--- src/rtl/cardsock_pkg.sv ---
package cardsock_pkg;

  localparam int DATA_W    = 8;
  localparam int IDX_W     = 8;
  localparam int OFF_W     = 6;
  localparam int SOCK_ID_W = 2;
  localparam int CHIP_BIT  = 7;
  localparam int SOCK_BIT  = 6;

  localparam logic [OFF_W-1:0] OFF_ID   = 6'd0;
  localparam logic [OFF_W-1:0] OFF_STAT = 6'd1;
  localparam logic [OFF_W-1:0] OFF_PWR  = 6'd2;
  localparam logic [OFF_W-1:0] OFF_GEN  = 6'd3;
  localparam logic [OFF_W-1:0] OFF_CHG  = 6'd4;
  localparam logic [OFF_W-1:0] OFF_CFG  = 6'd5;
  localparam logic [OFF_W-1:0] OFF_WIN  = 6'd6;

  localparam logic [DATA_W-1:0] PWR_MASK = 8'hB3;
  localparam logic [DATA_W-1:0] GEN_MASK = 8'h6F;
  localparam logic [DATA_W-1:0] CFG_MASK = 8'hF8;
  localparam logic [DATA_W-1:0] WIN_MASK = 8'h4F;

  // strobes from the host decoder into the register datapath
  typedef struct packed {
    logic                  idxRd;
    logic                  dataWr;
    logic                  dataRd;
    logic                  hit;
    logic [SOCK_ID_W-1:0]  sockId;
    logic [OFF_W-1:0]      off;
    logic [DATA_W-1:0]     wdata;
  } hostStrobe_t;

  // socket pin sample, laid out as status bits 5:0
  typedef struct packed {
    logic       ready;
    logic       wprot;
    logic [1:0] detect;
    logic [1:0] battery;
  } pinStat_t;

endpackage

--- src/rtl/cardsock_ctrl.sv ---
module cardsock_ctrl
  import cardsock_pkg::*;
#(
  parameter int NUM_CHIPS      = 2,
  parameter int SOCKS_PER_CHIP = 2
) (
  input  logic              clk,
  input  logic              rst,
  input  logic              hostSel,
  input  logic              hostWr,
  input  logic              hostPort,
  input  logic [DATA_W-1:0] hostWdata,
  output logic [IDX_W-1:0]  idxReg,
  output hostStrobe_t       strb
);

  logic chipSel;
  logic sockSel;
  int   sockNum;

  always_ff @(posedge clk) begin
    if (rst) begin
      idxReg <= '0;
    end else if (hostSel && hostWr && !hostPort) begin
      idxReg <= hostWdata;
    end
  end

  always_comb begin
    chipSel     = idxReg[CHIP_BIT];
    sockSel     = idxReg[SOCK_BIT];
    sockNum     = int'(chipSel) * SOCKS_PER_CHIP + int'(sockSel);
    strb.idxRd  = hostSel && !hostWr && !hostPort;
    strb.dataWr = hostSel && hostWr && hostPort;
    strb.dataRd = hostSel && !hostWr && hostPort;
    strb.hit    = (int'(chipSel) < NUM_CHIPS) && (int'(sockSel) < SOCKS_PER_CHIP);
    strb.sockId = SOCK_ID_W'(sockNum);
    strb.off    = idxReg[OFF_W-1:0];
    strb.wdata  = hostWdata;
  end

endmodule

--- src/rtl/cardsock_dpath.sv ---
module cardsock_dpath
  import cardsock_pkg::*;
#(
  parameter int         NUM_SOCK = 4,
  parameter logic [3:0] REVISION = 4'h2
) (
  input  logic                  clk,
  input  logic                  rst,
  input  hostStrobe_t           strb,
  input  logic [IDX_W-1:0]      idxReg,
  input  logic [2*NUM_SOCK-1:0] detectIn,
  input  logic [2*NUM_SOCK-1:0] batteryIn,
  input  logic [NUM_SOCK-1:0]   wprotIn,
  input  logic [NUM_SOCK-1:0]   readyIn,
  output logic [DATA_W-1:0]     hostRdata,
  output logic [NUM_SOCK-1:0]   sockOutEn,
  output logic [NUM_SOCK-1:0]   sockCardEn,
  output logic [2*NUM_SOCK-1:0] sockVpp,
  output logic [NUM_SOCK-1:0]   sockResetN,
  output logic [NUM_SOCK-1:0]   sockIoMode,
  output logic                  irqReq
);

  localparam logic [DATA_W-1:0] ID_VALUE = {4'h8, REVISION};

  logic [DATA_W-1:0] sockRead [NUM_SOCK];
  logic [NUM_SOCK-1:0] chgVec;
  logic [NUM_SOCK-1:0] chgEnVec;
  logic [DATA_W-1:0] selRead;

  for (genvar s = 0; s < NUM_SOCK; s++) begin : g_sock
    pinStat_t          rawPin;
    pinStat_t          syncA;
    pinStat_t          syncB;
    logic              presPrev;
    logic              presNow;
    logic              chgEvt;
    logic              chgFlag;
    logic              selThis;
    logic              wrThis;
    logic              clrThis;
    logic [DATA_W-1:0] pwrReg;
    logic [DATA_W-1:0] genReg;
    logic [DATA_W-1:0] cfgReg;
    logic [DATA_W-1:0] winReg;
    logic [DATA_W-1:0] readVal;

    assign rawPin  = {readyIn[s], wprotIn[s], detectIn[2*s +: 2], batteryIn[2*s +: 2]};
    assign presNow = &syncB.detect;
    assign chgEvt  = presNow != presPrev;
    assign selThis = strb.hit && (strb.sockId == SOCK_ID_W'(s));
    assign wrThis  = strb.dataWr && selThis;
    assign clrThis = strb.dataRd && selThis && (strb.off == OFF_CHG);

    // pin synchronizer and presence change latch
    always_ff @(posedge clk) begin
      if (rst) begin
        syncA    <= '0;
        syncB    <= '0;
        presPrev <= 1'b0;
        chgFlag  <= 1'b0;
      end else begin
        syncA    <= rawPin;
        syncB    <= syncA;
        presPrev <= presNow;
        if (chgEvt) begin
          chgFlag <= 1'b1;
        end else if (clrThis) begin
          chgFlag <= 1'b0;
        end
      end
    end

    // writable control registers
    always_ff @(posedge clk) begin
      if (rst) begin
        pwrReg <= '0;
        genReg <= '0;
        cfgReg <= '0;
        winReg <= '0;
      end else if (wrThis) begin
        case (strb.off)
          OFF_PWR: pwrReg <= strb.wdata & PWR_MASK;
          OFF_GEN: genReg <= strb.wdata & GEN_MASK;
          OFF_CFG: cfgReg <= strb.wdata & CFG_MASK;
          OFF_WIN: winReg <= strb.wdata & WIN_MASK;
          default: ;
        endcase
      end
    end

    always_comb begin
      case (strb.off)
        OFF_ID:   readVal = ID_VALUE;
        OFF_STAT: readVal = {1'b0, pwrReg[7] & pwrReg[4], syncB};
        OFF_PWR:  readVal = pwrReg;
        OFF_GEN:  readVal = genReg;
        OFF_CHG:  readVal = {4'b0000, chgFlag, 3'b000};
        OFF_CFG:  readVal = cfgReg;
        OFF_WIN:  readVal = winReg;
        default:  readVal = '0;
      endcase
    end

    assign sockRead[s]        = readVal;
    assign chgVec[s]          = chgFlag;
    assign chgEnVec[s]        = cfgReg[3];
    assign sockOutEn[s]       = pwrReg[7];
    assign sockCardEn[s]      = pwrReg[4];
    assign sockVpp[2*s +: 2]  = pwrReg[1:0];
    assign sockResetN[s]      = genReg[6];
    assign sockIoMode[s]      = genReg[5];
  end

  always_comb begin
    selRead = '0;
    for (int s = 0; s < NUM_SOCK; s++) begin
      if (strb.hit && (strb.sockId == SOCK_ID_W'(s))) begin
        selRead = sockRead[s];
      end
    end
  end

  always_ff @(posedge clk) begin
    if (rst) begin
      hostRdata <= '0;
    end else if (strb.idxRd) begin
      hostRdata <= idxReg;
    end else if (strb.dataRd) begin
      hostRdata <= selRead;
    end
  end

  assign irqReq = |(chgVec & chgEnVec);

endmodule

--- src/rtl/cardsock_regfile.sv ---
module cardsock_regfile
  import cardsock_pkg::*;
#(
  parameter int         NUM_CHIPS      = 2,
  parameter int         SOCKS_PER_CHIP = 2,
  parameter logic [3:0] REVISION       = 4'h2,
  localparam int        NUM_SOCK       = NUM_CHIPS * SOCKS_PER_CHIP
) (
  input  logic                  clk,
  input  logic                  rst,
  input  logic                  hostSel,
  input  logic                  hostWr,
  input  logic                  hostPort,
  input  logic [7:0]            hostWdata,
  output logic [7:0]            hostRdata,
  input  logic [2*NUM_SOCK-1:0] detectIn,
  input  logic [2*NUM_SOCK-1:0] batteryIn,
  input  logic [NUM_SOCK-1:0]   wprotIn,
  input  logic [NUM_SOCK-1:0]   readyIn,
  output logic [NUM_SOCK-1:0]   sockOutEn,
  output logic [NUM_SOCK-1:0]   sockCardEn,
  output logic [2*NUM_SOCK-1:0] sockVpp,
  output logic [NUM_SOCK-1:0]   sockResetN,
  output logic [NUM_SOCK-1:0]   sockIoMode,
  output logic                  irqReq
);

  logic [IDX_W-1:0] idxReg;
  hostStrobe_t      strb;

  cardsock_ctrl #(
    .NUM_CHIPS      (NUM_CHIPS),
    .SOCKS_PER_CHIP (SOCKS_PER_CHIP)
  ) u_ctrl (
    .clk       (clk),
    .rst       (rst),
    .hostSel   (hostSel),
    .hostWr    (hostWr),
    .hostPort  (hostPort),
    .hostWdata (hostWdata),
    .idxReg    (idxReg),
    .strb      (strb)
  );

  cardsock_dpath #(
    .NUM_SOCK (NUM_SOCK),
    .REVISION (REVISION)
  ) u_dpath (
    .clk        (clk),
    .rst        (rst),
    .strb       (strb),
    .idxReg     (idxReg),
    .detectIn   (detectIn),
    .batteryIn  (batteryIn),
    .wprotIn    (wprotIn),
    .readyIn    (readyIn),
    .hostRdata  (hostRdata),
    .sockOutEn  (sockOutEn),
    .sockCardEn (sockCardEn),
    .sockVpp    (sockVpp),
    .sockResetN (sockResetN),
    .sockIoMode (sockIoMode),
    .irqReq     (irqReq)
  );

endmodule

--- config.mk ---
export PLATFORM = sky130hd
export DESIGN_NAME = cardsock_regfile
export DESIGN_NICKNAME = d
export VERILOG_FILES = /design/src/rtl/cardsock_pkg.sv /design/src/rtl/cardsock_ctrl.sv /design/src/rtl/cardsock_dpath.sv /design/src/rtl/cardsock_regfile.sv
export SDC_FILE = /design/constraint.sdc
export NUM_CORES = 1
export LEC_CHECK = 0
export BUFFER_PORTS_ARGS = -buffer_cell sky130_fd_sc_hd__buf_2
export CAP_MARGIN = 5
export CORE_ASPECT_RATIO = 1.25
export CORE_MARGIN = 8
export CORE_UTILIZATION = 58
export DETAILED_ROUTE_END_ITERATION = 10
export PLACE_DENSITY = 0.76
export SLEW_MARGIN = 5
export SYNTH_ARGS = -nofsm -noshare
export SYNTH_HDL_FRONTEND = slang
export SYNTH_SLANG_ARGS = --single-unit
--- constraint.sdc ---
create_clock -name clk -period 2.3 [get_ports clk]
set_clock_uncertainty 0.05 [all_clocks]
set_input_delay 0.46 -clock clk [delete_from_list [all_inputs] [get_ports clk]]
set_output_delay 0.46 -clock clk [all_outputs]
set_load 0.005 [all_outputs]
==> results.py <==
metrics = {
    "status": {
        "run_status": "completed",
    },
    "final_layout": {
        "drive_above_1_share_pct": 20.7,
        "final_cells": 946,
        "antenna-diode-count": 0,
        "number_of_inserted_filler_cells_in_the_final_layout": 907,
        "number_of_nets_in_the_layout": 835,
        "syn2layout_area_growth_pct": 16.8,
        "finalCoreUtilization_pct": 68.9,
    },
    "clocking": {
        "post_cts.repair.setup_buffers": 0,
        "clk_transition_reported_paths_ps": 70,
        "cts_tree": "done",
        "cts_max_level": 4,
        "worst_skew_pair.late_latency_ps": 420,
        "cts-root-to-sink-buffers": 2,
        "numClockSinks": 156,
        "cts_root_buffer": "sky130_fd_sc_hd__clkbuf_16",
        "cts_made_buffers": 17,
    },
    "synth": {
        "async_flop_share_pct": 0,
        "post_syn_nets": 774,
        "synth_flop_cell": "sky130_fd_sc_hd__dfxtp_1",
        "synth_enable_flop_cells": 0,
        "yosysWarningCount": 0,
        "syn_area_um2": 6500,
        "synth_area_per_cell_um2": 8.83,
        "synth_cells": 737,
        "yosys_register_bits": 156,
        "ys_types": 44,
        "synth.yosys.seq_area_share_pct": 48.0,
    },
    "sta": {
        "tightest_slew_ps": 611,
        "relSlewSlack_pct": 59.1,
        "report.final.setup_viol": 0,
        "final_setup_tns_ps": 0,
        "final_max_slew_viol_count": 0,
        "fin_crit_ps": 2260,
        "grt_setup_unrepaired": "no",
        "timing.final.crit_share_pct": 98.2,
        "maximum_clock_rate_mhz": 443,
        "number_of_failing_hold_endpoints_at_the_final_stage": 0,
    },
    "detailed_routing": {
        "via_per_inst": 6.18,
        "drc_errors": 0,
        "postRouteAntennaNets": 0,
        "drt_pre_antenna_iters": 8,
        "post_drt_wl_per_cell_um": 21.2,
        "detailedRoute.firstIterationViolations": 715,
        "routed_wirelength_um": 20000,
        "via_count": 5845,
    },
    "power_and_ir_drop": {
        "p_leak_nw": 2.87,
        "vdd.ir_drop.worst_mv": 0.598,
        "power_per_cell_area_nw_per_um2": 765,
        "power.total_mw": 5.81,
    },
    "placement": {
        "dp_hpwl_um": 13900,
        "numPortBuffers": 69,
        "placedCellCount": 914,
        "routabilityCongestion": 0.986,
    },
    "worst_hold_path": {
        "min_delay_path_depth": 2,
        "worst_min_delay_path_startpoint": "batteryIn[5]",
        "hold_class": "in2reg",
        "sink_of_the_worst_hold_path": "u_dpath.g_sock[2].syncA[1]",
    },
    "grt": {
        "globalRouteMet2Util_pct": 41.2,
        "initial_antenna_violation_count": 0,
        "grt_pass1_vias": 5632,
        "gr-max-usage-layer": "met2",
        "grt_use_met3_pct": 6.84,
        "grt_max_degree": 93,
        "global_route.usage.total_pct": 26.4,
        "global_route_wire_length_before_repair_um": 31100,
        "global_route.usage.met1_pct": 32.4,
        "grt_overflow_total": 0,
    },
    "worst_setup_path": {
        "ff2ff_path_depth": 6,
        "crit_path_start_kind": "flop",
        "critPathCaptureType": "flop",
        "critPathKind": "reg2reg",
        "worst_setup_path_startpoint": "u_ctrl.idxReg[2]",
        "timing.critical_path.fanout_max": 15,
        "cp_data_required_time_ps": 2600,
        "worst-r2r-setup-slack_ps": 40,
        "timing.critical_path.arrival_ps": 2560,
        "regToRegEndpoint": "u_dpath.hostRdata[1]",
        "worstReg2RegStart": "u_ctrl.idxReg[2]",
    },
    "floorplanning": {
        "io-pin-count": 70,
        "std_cell_rows": 43,
        "chipHeight_um": 134,
        "dieArea_um2": 14900,
        "fp.coreArea_um2": 11000,
        "starting_density_of_the_core_pct": 59.0,
        "fp.dieW_um": 111,
    },
    "flow_run": {
        "drv_cap": 0,
    },
}
## routing by layer
layer	share of wire, %	routed length [um]
met1	40	8000
met2	46	9140
met3	9.3	1870
met4	5.0	1000
met5	0	0
## worst max path at each step
stage                            to  slack, ps  depth (start not counted)
2_1_floorplan  u_dpath.hostRdata[5]        390                          9
3_3_place_gp   u_dpath.hostRdata[6]        110                          7
3_5_place_dp   u_dpath.hostRdata[7]        100                          8
4_1_cts        u_dpath.hostRdata[1]         50                          6
5_1_grt        u_dpath.hostRdata[1]         10                          6
6_report       u_dpath.hostRdata[1]         40                          6
## through the flow
stage	setup slack [ps]	hold WS, ps	instance area, um^2
final	41.6	192	7600
after global routing	10.2	188	7600
after CTS	50.3	189	7600
after detailed placement	105	372	7030
after global placement	112	369	7030
after floorplan	392	364	6500
## power breakdown
part | total, mW | leakage, nW | switching [mW] | internal [mW]
clock | 2.71 | 0.274 | 1.18 | 1.52
sequential | 2.78 | 1.27 | 0.0296 | 2.75
combinational | 0.325 | 1.33 | 0.209 | 0.116
## registers in the layout (all words and copies together), names as in the netlist
register                 count
u_ctrl.idxReg                8
u_dpath.g_sock.cfgReg       20
u_dpath.g_sock.chgFlag       4
u_dpath.g_sock.genReg       24
u_dpath.g_sock.presPrev      4
u_dpath.g_sock.pwrReg       20
u_dpath.g_sock.syncA        24
u_dpath.g_sock.syncB        24
u_dpath.g_sock.winReg       20
u_dpath.hostRdata            8
## cell usage in the layout (no fill, tap or decap), drive strengths merged, types with 19 or more instances in the layout
cell    netlist  final
buf          36    121
a21oi        75     75
o21ai        44     44
nor2         72     72
nand2        82     82
nor2b        52     52
a22oi        28     28
clkbuf       43     19
mux2i        46     46
dfxtp       156    156
nand3        30     30
## worst max-delay path, cell delays in order (launching register included)
cell,delay [ps]
sky130_fd_sc_hd__dfxtp_1,350
sky130_fd_sc_hd__or4_4,680
sky130_fd_sc_hd__nor2_8,300
sky130_fd_sc_hd__buf_4,230
sky130_fd_sc_hd__a221o_1,240
sky130_fd_sc_hd__nand4_1,140
sky130_fd_sc_hd__a31oi_1,200
## cell usage after synthesis, types with 6 or more instances
library cell               instances  area [um^2]
sky130_fd_sc_hd__a21oi_1          75          375
sky130_fd_sc_hd__a22oi_1          27          203
sky130_fd_sc_hd__buf_4            29          218
sky130_fd_sc_hd__clkbuf_1         43          161
sky130_fd_sc_hd__dfxtp_1         156         3120
sky130_fd_sc_hd__mux2i_1          46          460
sky130_fd_sc_hd__nand2_1          82          308
sky130_fd_sc_hd__nand3_1          30          150
sky130_fd_sc_hd__nor2_1           64          240
sky130_fd_sc_hd__nor2b_1          52          325
sky130_fd_sc_hd__nor3_1            6         30.0
sky130_fd_sc_hd__o21ai_0          43          215
## cell type report
cell class,instances,area [um^2],share of cell area (%)
multi-input cells,501,2950,38.8
repair buffers,121,788,10.4
flip-flops and latches,156,3120,41.1
clock inverters,13,136,1.79
inverters,1,3.75,0.0494
well taps,135,169,2.22
clock buffers,19,433,5.70
## repair_timing
action | CTS | global route
setup endpoints to repair | 0 | 2
resized for setup | 0 | 1
hold buffers | 0 | 0
## cell families after synthesis
logic type	count (synthesis)	share of synthesized area [%]
compound gates	181	16.8
xor+xnor	4	0.539
buf+inv	80	6.71
flops	156	48.0
mux	48	7.42
simple gates	268	20.5
No activity file was read; power rests on OpenSTA's default activity.
